===== src/rtl/scfg_pkg.sv =====
package scfg_pkg;

  localparam int WORD_W      = 32;
  localparam int ENTRY_WORDS = 16;
  localparam int ENTRY_W     = WORD_W * ENTRY_WORDS;

  localparam int CFG_W   = 3;
  localparam int PS_W    = 3;
  localparam int PA_W    = 6;
  localparam int GRAN_W  = 5;
  localparam int TSZ_W   = 6;
  localparam int TG_W    = 2;
  localparam int ASID_W  = 16;
  localparam int HALF_W  = 16;
  localparam int TG_OFF  = 6;
  localparam int EPD_OFF = 14;
  localparam int NUM_BASES = 2;

  // stream entry field positions
  localparam int STE_VALID_BIT = 0;
  localparam int STE_CFG_LSB   = 1;
  localparam int STE_PS_LSB    = 5 * WORD_W + 16;
  localparam int STE_AA64_BIT  = 5 * WORD_W + 19;
  // context descriptor field positions
  localparam int CD_VALID_BIT  = 31;
  localparam int CD_ASID_LSB   = WORD_W + 16;

  localparam logic [PS_W-1:0] MAX_OAS_CODE = 3'd4;
  localparam logic [PA_W-1:0] LEGACY_PA    = 6'd40;

  typedef enum logic [2:0] {
    ST_DISABLE = 3'd0,
    ST_ABORT   = 3'd1,
    ST_BYPASS  = 3'd2,
    ST_ERROR   = 3'd3,
    ST_SUCCESS = 3'd4
  } scfg_status_e;

  function automatic logic [PA_W-1:0] oas_width(input logic [PS_W-1:0] code);
    logic [PA_W-1:0] w;
    case (code)
      3'd0:    w = 6'd32;
      3'd1:    w = 6'd36;
      3'd2:    w = 6'd40;
      3'd3:    w = 6'd42;
      3'd4:    w = 6'd44;
      3'd5:    w = 6'd48;
      default: w = 6'd0;
    endcase
    return w;
  endfunction

  function automatic logic [GRAN_W-1:0] gran_log2(input logic [TG_W-1:0] code,
                                                  input logic base);
    logic [GRAN_W-1:0] g;
    case ({base, code})
      3'b0_00: g = 5'd12;
      3'b0_01: g = 5'd16;
      3'b0_10: g = 5'd14;
      3'b0_11: g = 5'd0;
      3'b1_00: g = 5'd0;
      3'b1_01: g = 5'd14;
      3'b1_10: g = 5'd12;
      default: g = 5'd16;
    endcase
    return g;
  endfunction

endpackage


===== src/rtl/scfg_stream_decode.sv =====
module scfg_stream_decode
  import scfg_pkg::*;
#(
  parameter int P_CFG_W = CFG_W,
  parameter int P_PS_W  = PS_W,
  parameter int P_PA_W  = PA_W
) (
  input  logic              ste_valid,
  input  logic [P_CFG_W-1:0] cfg,
  input  logic [P_PS_W-1:0]  ps_code,
  input  logic              aa64,
  output logic              ste_bad,
  output logic              cfg_abort,
  output logic              cfg_bypass,
  output logic              s1_req,
  output logic              s2_req,
  output logic [P_PA_W-1:0] pa_width
);
  localparam logic [P_CFG_W-1:0] BYPASS_CODE = P_CFG_W'(4);

  logic [P_PS_W-1:0] ps_clamped;

  always_comb begin
    ste_bad    = !ste_valid;
    cfg_abort  = !cfg[2];
    cfg_bypass = (cfg == BYPASS_CODE);
    s1_req     = cfg[0];
    s2_req     = cfg[1];
  end

  always_comb begin
    ps_clamped = (ps_code > MAX_OAS_CODE) ? MAX_OAS_CODE : ps_code;
    if (!aa64) pa_width = LEGACY_PA;
    else       pa_width = oas_width(ps_clamped);
  end
endmodule


===== src/rtl/scfg_ctx_decode.sv =====
module scfg_ctx_decode
  import scfg_pkg::*;
#(
  parameter int P_BASES = NUM_BASES,
  parameter int P_HALF  = HALF_W
) (
  input  logic [WORD_W-1:0] ctl_word,
  input  logic              sel,
  output logic [TSZ_W-1:0]  tsz_sel,
  output logic [GRAN_W-1:0] gran_sel,
  output logic              epd_sel
);
  logic [TSZ_W-1:0]  tsz_a  [P_BASES];
  logic [GRAN_W-1:0] gran_a [P_BASES];
  logic              epd_a  [P_BASES];

  for (genvar b = 0; b < P_BASES; b++) begin : g_base
    logic [TG_W-1:0] tg_code;
    assign tsz_a[b]  = ctl_word[b*P_HALF +: TSZ_W];
    assign tg_code   = ctl_word[b*P_HALF+TG_OFF +: TG_W];
    assign epd_a[b]  = ctl_word[b*P_HALF+EPD_OFF];
    assign gran_a[b] = gran_log2(tg_code, 1'(b));
  end

  always_comb begin
    tsz_sel  = tsz_a[sel];
    gran_sel = gran_a[sel];
    epd_sel  = epd_a[sel];
  end

  logic unused_ctl;
  assign unused_ctl = ^ctl_word;
endmodule


===== src/rtl/scfg_status_arb.sv =====
module scfg_status_arb
  import scfg_pkg::*;
(
  input  logic              glb_enable,
  input  logic              glb_abort,
  input  logic              ste_bad,
  input  logic              cfg_abort,
  input  logic              cfg_bypass,
  input  logic              s1_req,
  input  logic              s2_req,
  input  logic              cd_valid,
  input  logic [GRAN_W-1:0] gran,
  output scfg_status_e      status,
  output logic              s1_on,
  output logic              s2_on
);
  always_comb begin
    if (!glb_enable)      status = glb_abort ? ST_ABORT : ST_DISABLE;
    else if (ste_bad)     status = ST_ERROR;
    else if (cfg_abort)   status = ST_ABORT;
    else if (cfg_bypass)  status = ST_BYPASS;
    else if (s1_req && (!cd_valid || gran == '0)) status = ST_ERROR;
    else                  status = ST_SUCCESS;
  end

  always_comb begin
    s1_on = (status == ST_SUCCESS) && s1_req;
    s2_on = (status == ST_SUCCESS) && s2_req;
  end
endmodule


===== src/rtl/scfg_decoder.sv =====
module scfg_decoder
  import scfg_pkg::*;
(
  input  logic               clk,
  input  logic               rst,
  input  logic               in_valid,
  input  logic [ENTRY_W-1:0] ste_entry,
  input  logic [ENTRY_W-1:0] cd_entry,
  input  logic               glb_enable,
  input  logic               glb_abort,
  input  logic               tt_sel,
  output logic               out_valid,
  output logic [2:0]         status,
  output logic               s1_en,
  output logic               s2_en,
  output logic [PA_W-1:0]    pa_bits,
  output logic [GRAN_W-1:0]  granule,
  output logic [TSZ_W-1:0]   tsz,
  output logic               walk_dis,
  output logic [ASID_W-1:0]  asid
);
  // capture stage: only the fields the decision uses
  logic               req_q;
  logic               en_q, ab_q, sel_q;
  logic               ste_v_q, aa64_q;
  logic [CFG_W-1:0]   cfg_q;
  logic [PS_W-1:0]    ps_q;
  logic [WORD_W-1:0]  ctl_q;
  logic [ASID_W-1:0]  asid_q;

  always_ff @(posedge clk) begin
    if (rst) begin
      req_q   <= 1'b0;
      en_q    <= 1'b0;
      ab_q    <= 1'b0;
      sel_q   <= 1'b0;
      ste_v_q <= 1'b0;
      aa64_q  <= 1'b0;
      cfg_q   <= '0;
      ps_q    <= '0;
      ctl_q   <= '0;
      asid_q  <= '0;
    end else begin
      req_q <= in_valid;
      if (in_valid) begin
        en_q    <= glb_enable;
        ab_q    <= glb_abort;
        sel_q   <= tt_sel;
        ste_v_q <= ste_entry[STE_VALID_BIT];
        cfg_q   <= ste_entry[STE_CFG_LSB +: CFG_W];
        ps_q    <= ste_entry[STE_PS_LSB +: PS_W];
        aa64_q  <= ste_entry[STE_AA64_BIT];
        ctl_q   <= cd_entry[0 +: WORD_W];
        asid_q  <= cd_entry[CD_ASID_LSB +: ASID_W];
      end
    end
  end

  logic unused_in;
  assign unused_in = ^{ste_entry, cd_entry};

  // decode
  logic              ste_bad, cfg_abort, cfg_bypass, s1_req, s2_req;
  logic [PA_W-1:0]   pa_d;
  logic [TSZ_W-1:0]  tsz_d;
  logic [GRAN_W-1:0] gran_d;
  logic              epd_d;
  scfg_status_e      status_d;
  logic              s1_d, s2_d;

  scfg_stream_decode u_stream (
    .ste_valid (ste_v_q),
    .cfg       (cfg_q),
    .ps_code   (ps_q),
    .aa64      (aa64_q),
    .ste_bad   (ste_bad),
    .cfg_abort (cfg_abort),
    .cfg_bypass(cfg_bypass),
    .s1_req    (s1_req),
    .s2_req    (s2_req),
    .pa_width  (pa_d)
  );

  scfg_ctx_decode u_ctx (
    .ctl_word(ctl_q),
    .sel     (sel_q),
    .tsz_sel (tsz_d),
    .gran_sel(gran_d),
    .epd_sel (epd_d)
  );

  scfg_status_arb u_arb (
    .glb_enable(en_q),
    .glb_abort (ab_q),
    .ste_bad   (ste_bad),
    .cfg_abort (cfg_abort),
    .cfg_bypass(cfg_bypass),
    .s1_req    (s1_req),
    .s2_req    (s2_req),
    .cd_valid  (ctl_q[CD_VALID_BIT]),
    .gran      (gran_d),
    .status    (status_d),
    .s1_on     (s1_d),
    .s2_on     (s2_d)
  );

  // result stage
  always_ff @(posedge clk) begin
    if (rst) begin
      out_valid <= 1'b0;
      status    <= ST_DISABLE;
      s1_en     <= 1'b0;
      s2_en     <= 1'b0;
      pa_bits   <= '0;
      granule   <= '0;
      tsz       <= '0;
      walk_dis  <= 1'b0;
      asid      <= '0;
    end else begin
      out_valid <= req_q;
      if (req_q) begin
        status   <= status_d;
        s1_en    <= s1_d;
        s2_en    <= s2_d;
        pa_bits  <= pa_d;
        granule  <= gran_d;
        tsz      <= tsz_d;
        walk_dis <= epd_d;
        asid     <= asid_q;
      end
    end
  end
endmodule


===== config.mk =====
export PLATFORM = sky130hd
export DESIGN_NAME = scfg_decoder
export DESIGN_NICKNAME = d
export VERILOG_FILES = /design/src/rtl/scfg_pkg.sv /design/src/rtl/scfg_stream_decode.sv /design/src/rtl/scfg_ctx_decode.sv /design/src/rtl/scfg_status_arb.sv /design/src/rtl/scfg_decoder.sv
export SDC_FILE = /design/constraint.sdc
export NUM_CORES = 1
export LEC_CHECK = 0
export BUFFER_PORTS_ARGS = -buffer_cell sky130_fd_sc_hd__buf_2
export CORE_AREA = 2 2 411 413
export CTS_BUF_LIST = sky130_fd_sc_hd__clkbuf_16
export DETAILED_ROUTE_END_ITERATION = 7
export DIE_AREA = 0 0 413 415
export HOLD_SLACK_MARGIN = 0.1
export PLACE_DENSITY = 0.3
export SLEW_MARGIN = 20
export SYNTH_ARGS = -nofsm -noshare
export SYNTH_HDL_FRONTEND = slang
export SYNTH_HIERARCHICAL = 1
export SYNTH_SLANG_ARGS = --single-unit

===== constraint.sdc =====
create_clock -name clk -period 2 [get_ports clk]
set_clock_uncertainty 0.05 [all_clocks]
set_input_delay 0.3 -clock clk [delete_from_list [all_inputs] [get_ports clk]]
set_output_delay 0.3 -clock clk [all_outputs]
set_load 0.1 [all_outputs]

# After elaboration in Yosys (flattened, before gate mapping)
# Index checks and enable logic that the tools add are counted.
# totals
reg_bits	100
in_bits	1030
wordCells	63
# op_classes
magnitude_cmp	2
n_eq_ne	12
n_mux	20
bitwise_logic	1
n_reduce_logical	9
# op_table
op	n
6-bit case mux with 6 select lines	1
6-bit 2-to-1 mux	4
5-bit case mux with 4 select lines	1
3-bit 2-to-1 mux	6
5-bit 2-to-1 mux	3
5-bit case mux with 3 select lines	1
3-bit == test, second input constant	4
2-bit == test, second input constant	3
3-bit by 2-bit == test with 1-bit output, second input constant	2
5-bit logical NOT	1
2-bit by 1-bit == test with 1-bit output, second input constant	2
2-bit logical NOT	2
1-bit 2-to-1 mux	4
3-bit by 1-bit == test with 1-bit output, second input constant	1
3-bit > comparator, second input constant	1
1-bit logical AND	3
3-bit logical NOT	1
2-bit greater-or-equal comparator, second input constant	1
1-bit NOT with 2-bit output	1
1-bit logical NOT	1
1-bit logical OR	1

# Logic depth before layout (Yosys ltp)
# logic_depth
word_depth	15
depth_mapped	9

# Modules after synthesis
# Netlist, hierarchy kept.
# by_module_without_submodules
module	instances	cells_per_inst	area_per_inst_um2
scfg_decoder	1	321	3583.4
scfg_ctx_decode	1	21	196.4
scfg_status_arb	1	17	120.1
scfg_stream_decode	1	14	91.3

# Worst setup path after synthesis
# OpenSTA, ideal clock, no wires.
# synth_timing
path_type	flip-flop to flip-flop
start	register ctl_q[23]
end	register status[1]
setup_ns	0.118
arrival_time_ns	1.712
required_ns	1.832
path_slack_ns	0.120
stages_incl_launch_ff	10
n_path_buf	1
cell_sequence	dfxtp_1 > inv_1 > ha_1 > mux2i_1 > buf_4 > nor2_1 > a31o_2 > o311a_1 > mux2i_1 > nor2_1
# synth_between
elab_chain_cells	13
elab_cells_between_ends	15
# synth_lines
item	line_no	rtl
start: declaration	scfg_decoder.sv:28	logic [WORD_W-1:0] ctl_q;
start signal: assignment	scfg_decoder.sv:53	ctl_q <= cd_entry[0 +: WORD_W];
2-bit == test (tied with other cells)	scfg_pkg.sv:56	case ({base, code})
5-bit case mux with 3 select lines (*)	scfg_pkg.sv:56	
5-bit 2-to-1 mux (implied by the code) (*) (3 in series)	scfg_ctx_decode.sv:27	gran_sel = gran_a[sel];
via gran_d[2]	scfg_decoder.sv:66	logic [GRAN_W-1:0] gran_d;
5-bit logical NOT (*)	scfg_status_arb.sv:22	else if (s1_req && (!cd_valid || gran == '0)) status = ST_ERROR;
1-bit logical OR (*)	scfg_status_arb.sv:22	
1-bit logical AND (*)	scfg_status_arb.sv:22	
3-bit 2-to-1 mux (*)	scfg_status_arb.sv:22	
3-bit 2-to-1 mux (*)	scfg_status_arb.sv:21	else if (cfg_bypass) status = ST_BYPASS;
3-bit 2-to-1 mux (*)	scfg_status_arb.sv:20	else if (cfg_abort) status = ST_ABORT;
3-bit 2-to-1 mux (*)	scfg_status_arb.sv:19	else if (ste_bad) status = ST_ERROR;
3-bit 2-to-1 mux (*)	scfg_status_arb.sv:18	if (!glb_enable) status = glb_abort ? ST_ABORT : ST_DISABLE;
via status_d[1]	scfg_decoder.sv:68	scfg_status_e status_d;
end signal: assignment	scfg_decoder.sv:122	status <= status_d;
end: declaration	scfg_decoder.sv:13	output logic [2:0] status,
# The timed path passes the listed nets; every way through them passes the cells marked *. The select of a mux whose other input is x is not followed.
# A chain may end at the register's enable or synchronous reset.

# Worst setup path after layout
# layout_timing
start	register sel_q
end	register status[1]
# layout_between
elab_chain_cells	12
# layout_lines
item	line_no	rtl
start: declaration	scfg_decoder.sv:24	logic en_q, ab_q, sel_q;
start signal: assignment	scfg_decoder.sv:48	sel_q <= tt_sel;
1-bit NOT with 2-bit output (implied by the code)	scfg_ctx_decode.sv:27	
5-bit 2-to-1 mux (implied by the code) (3 in series)	scfg_ctx_decode.sv:27	
via gran_d[2]	scfg_decoder.sv:66	
5-bit logical NOT	scfg_status_arb.sv:22	
1-bit logical OR	scfg_status_arb.sv:22	
1-bit logical AND	scfg_status_arb.sv:22	
3-bit 2-to-1 mux	scfg_status_arb.sv:22	
3-bit 2-to-1 mux	scfg_status_arb.sv:21	
3-bit 2-to-1 mux	scfg_status_arb.sv:20	
3-bit 2-to-1 mux	scfg_status_arb.sv:19	
3-bit 2-to-1 mux	scfg_status_arb.sv:18	
via status_d[1]	scfg_decoder.sv:68	
# The timed path passes the listed nets, and every way through them passes these cells. The select of a mux whose other input is x is not followed.

==> impl_metrics.tcl <==
set metrics [dict create \
    die_w_um 413 \
    cellLeakagePower_nw 2.30 \
    final_area_um2 7590 \
    required_ns 2.25 \
    ant_nets 0 \
    dpl_worst_slack_ns -0.0696 \
    dr.pass1.iters 4 \
    r2r_end "status[1]" \
    drive_above_1_share_pct 31.0 \
    critPathMaxFanout 6 \
    crit_chain "buf_12, mux2i_4, buf_12, nor2_4, a31o_4, o311a_1, mux2i_1, nor2_1" \
    hold_violations 0 \
    maxCapViolCount 0 \
    core.rowCount 150 \
    synth.cell_area_um2 3550 \
    cts_tree "built" \
    avgViaCountPerCell 0.994 \
    routedWlPerCell_um 6.19 \
    place_area_um2 6720 \
    whs_ns 0.132 \
    clkSinkCount 87 \
    min_period_ns 1.87 \
    path_clk_slew_ns 0.09 \
    slew_headroom_pct 63.9 \
    cts_buffers 9 \
    die-area_um2 171000 \
    multiInputGateArea_um2 1580 \
    port-buffer-count 88 \
    r2r-start "sel_q" \
    track_usage_pct 2.04 \
    insertion_delay_ns 0.40 \
    drcViolationCount 0 \
    outcome "finished, final reports clean" \
    antenna_found_initial 4 \
    grt_pass1_wl_um 22200 \
    period_share_pct 93.5 \
    path_buf_inv 2 \
    syn_to_final_growth_pct 114 \
    drtIter0Drc 94 \
    fill_cells 19800 \
    grt.overflow.total 0 \
    hp-start "cd_entry[16]" \
    ir_drop_v 0.000438 \
    critPathTopFamily "compound AO/OA/AOI/OAI gates" \
    syn_inst 334 \
    io_pins 1070 \
    crit_arrival_ns 2.12 \
    rrSetupSlack_ns 0.13 \
    rsz0062_at_grt "false" \
    wirelength_um 16600 \
    cp-start-kind "flip-flop" \
    tightest_slew_ns 0.545 \
    maxSlewViolCount 0 \
    root_buffer "clkbuf_16" \
    hold_depth 3 \
    power_per_cell_area_nw_per_um2 603 \
    grt_pass1_vias 2699 \
    route.vias.total 2660 \
    final-setup-viol-count 0 \
    slowest_stage "dfxtp_2" \
    die_y_um 415 \
    core_area_um2 167000 \
    layoutNonFillerInstCount 2677 \
    cts_max_level 3 \
    dp_cells 2613 \
    r2r_cells 8 \
    path_class "flip-flop to flip-flop" \
    worstHoldEndpoint "ctl_q[16]" \
    hp-class "input pin to flip-flop" \
    nets 1498 \
    dp_hpwl_um 12800 \
    start_util_pct 2.13 \
    fin_ws_ns 0.129 \
    max_freq_ghz 0.535 \
    ys_warn_count 6 \
    crit_top_cell "buf_12" \
    clockBufferDepth 2 \
    place_congestion 0.590 \
    grt_max_degree 40 \
    avgSynthCellArea_um2 10.6 \
    endpoint_kind "flip-flop" \
    total_power_mw 4.58 \
    critPathMaxStageDelay_ns 0.35 \
    ff_latch_area_um2 1750 \
]
[per-stage QoR]
stage                     setup TNS, ns  utilization [%]
after floorplan                       0                -
after global placement          -0.0749             4.03
after detailed placement        -0.0696             4.03
after CTS                             0             4.53
after global routing                  0             4.55
final                                 0             4.55
[flip-flops by register name (all words and copies together), names as in the netlist]
signal / flops
en_q: 1
asid_q: 16
req_q: 1
cfg_q: 3
s1_en: 1
out_valid: 1
status: 3
sel_q: 1
ps_q: 3
ab_q: 1
granule: 5
ctl_q: 19
walk_dis: 1
asid: 16
aa64_q: 1
pa_bits: 6
tsz: 6
s2_en: 1
ste_v_q: 1
[placed cells by master (no fill, tap or decap), types with 2 or more instances in the layout]
master and instances:
mux2_4 5, clkbuf_16 10, inv_1 4, mux2i_1 85, diode_2 2, nor2_1 87, nor3b_2 2, mux2_2 2
nand2b_1 4, nand2_1 2, dfxtp_1 83, buf_12 8, dfxtp_2 3, buf_4 20, nor2b_1 4, conb_1 4
dlygate4sd3_1 44, buf_2 79, inv_8 3
[worst reg2reg max path, stage by stage, from the launching register on]
cell     delay [ns]
dfxtp_2        0.35
buf_12         0.14
mux2i_4        0.29
buf_12         0.16
nor2_4         0.06
a31o_4         0.24
o311a_1        0.29
mux2i_1        0.13
nor2_1         0.06
[repair_timing]
item,CTS,global route
pin swaps,5,1
setup buffers,2,0
hold buffers,44,0
endpoints found under the setup margin,1,5
gates resized for setup,12,6
endpoints found under the hold margin,44,0
[layout make-up]
type                            instances  area share (%)
Antenna cell                            2          0.0660
Clock buffer                           10            3.30
Clock inverter                          6            1.06
Inverter                                5           0.247
Multi-Input combinational cell        212            20.8
Sequential cell                        87            23.1
Tap cell                             2204            36.4
Timing Repair Buffer                  151            15.1
[report_power, final]
part / internal, mW / total (mW) / switching (mW)
Sequential: 1.81 / 1.86 / 0.0527
Clock: 1.08 / 1.99 / 0.910
Combinational: 0.287 / 0.727 / 0.440
[per-layer routing]
layer / track usage, % / part of all wire (%) / vias up
met2: 1.74 / 25 / 102
met1: 2.94 / 56 / 1184
met3: 1.98 / 17 / 12
met5: 0 / 0.078 / -
met4: 0.832 / 1.7 / 2
li1: - / - / 1360
[worst max-delay path by stage]
stage	start	endpoint	slack [ns]	depth (start not counted)
6_report	sel_q	status[1]	0.13	8
5_1_grt	ctl_q[23]	status[0]	0.005	11
4_1_cts	sel_q	status[1]	0.02	8
3_5_place_dp	ctl_q[23]	status[1]	-0.07	9
3_3_place_gp	ctl_q[23]	status[1]	-0.07	9
2_1_floorplan	ctl_q[23]	status[1]	0.12	9
(Power assumes the default switching activity.)
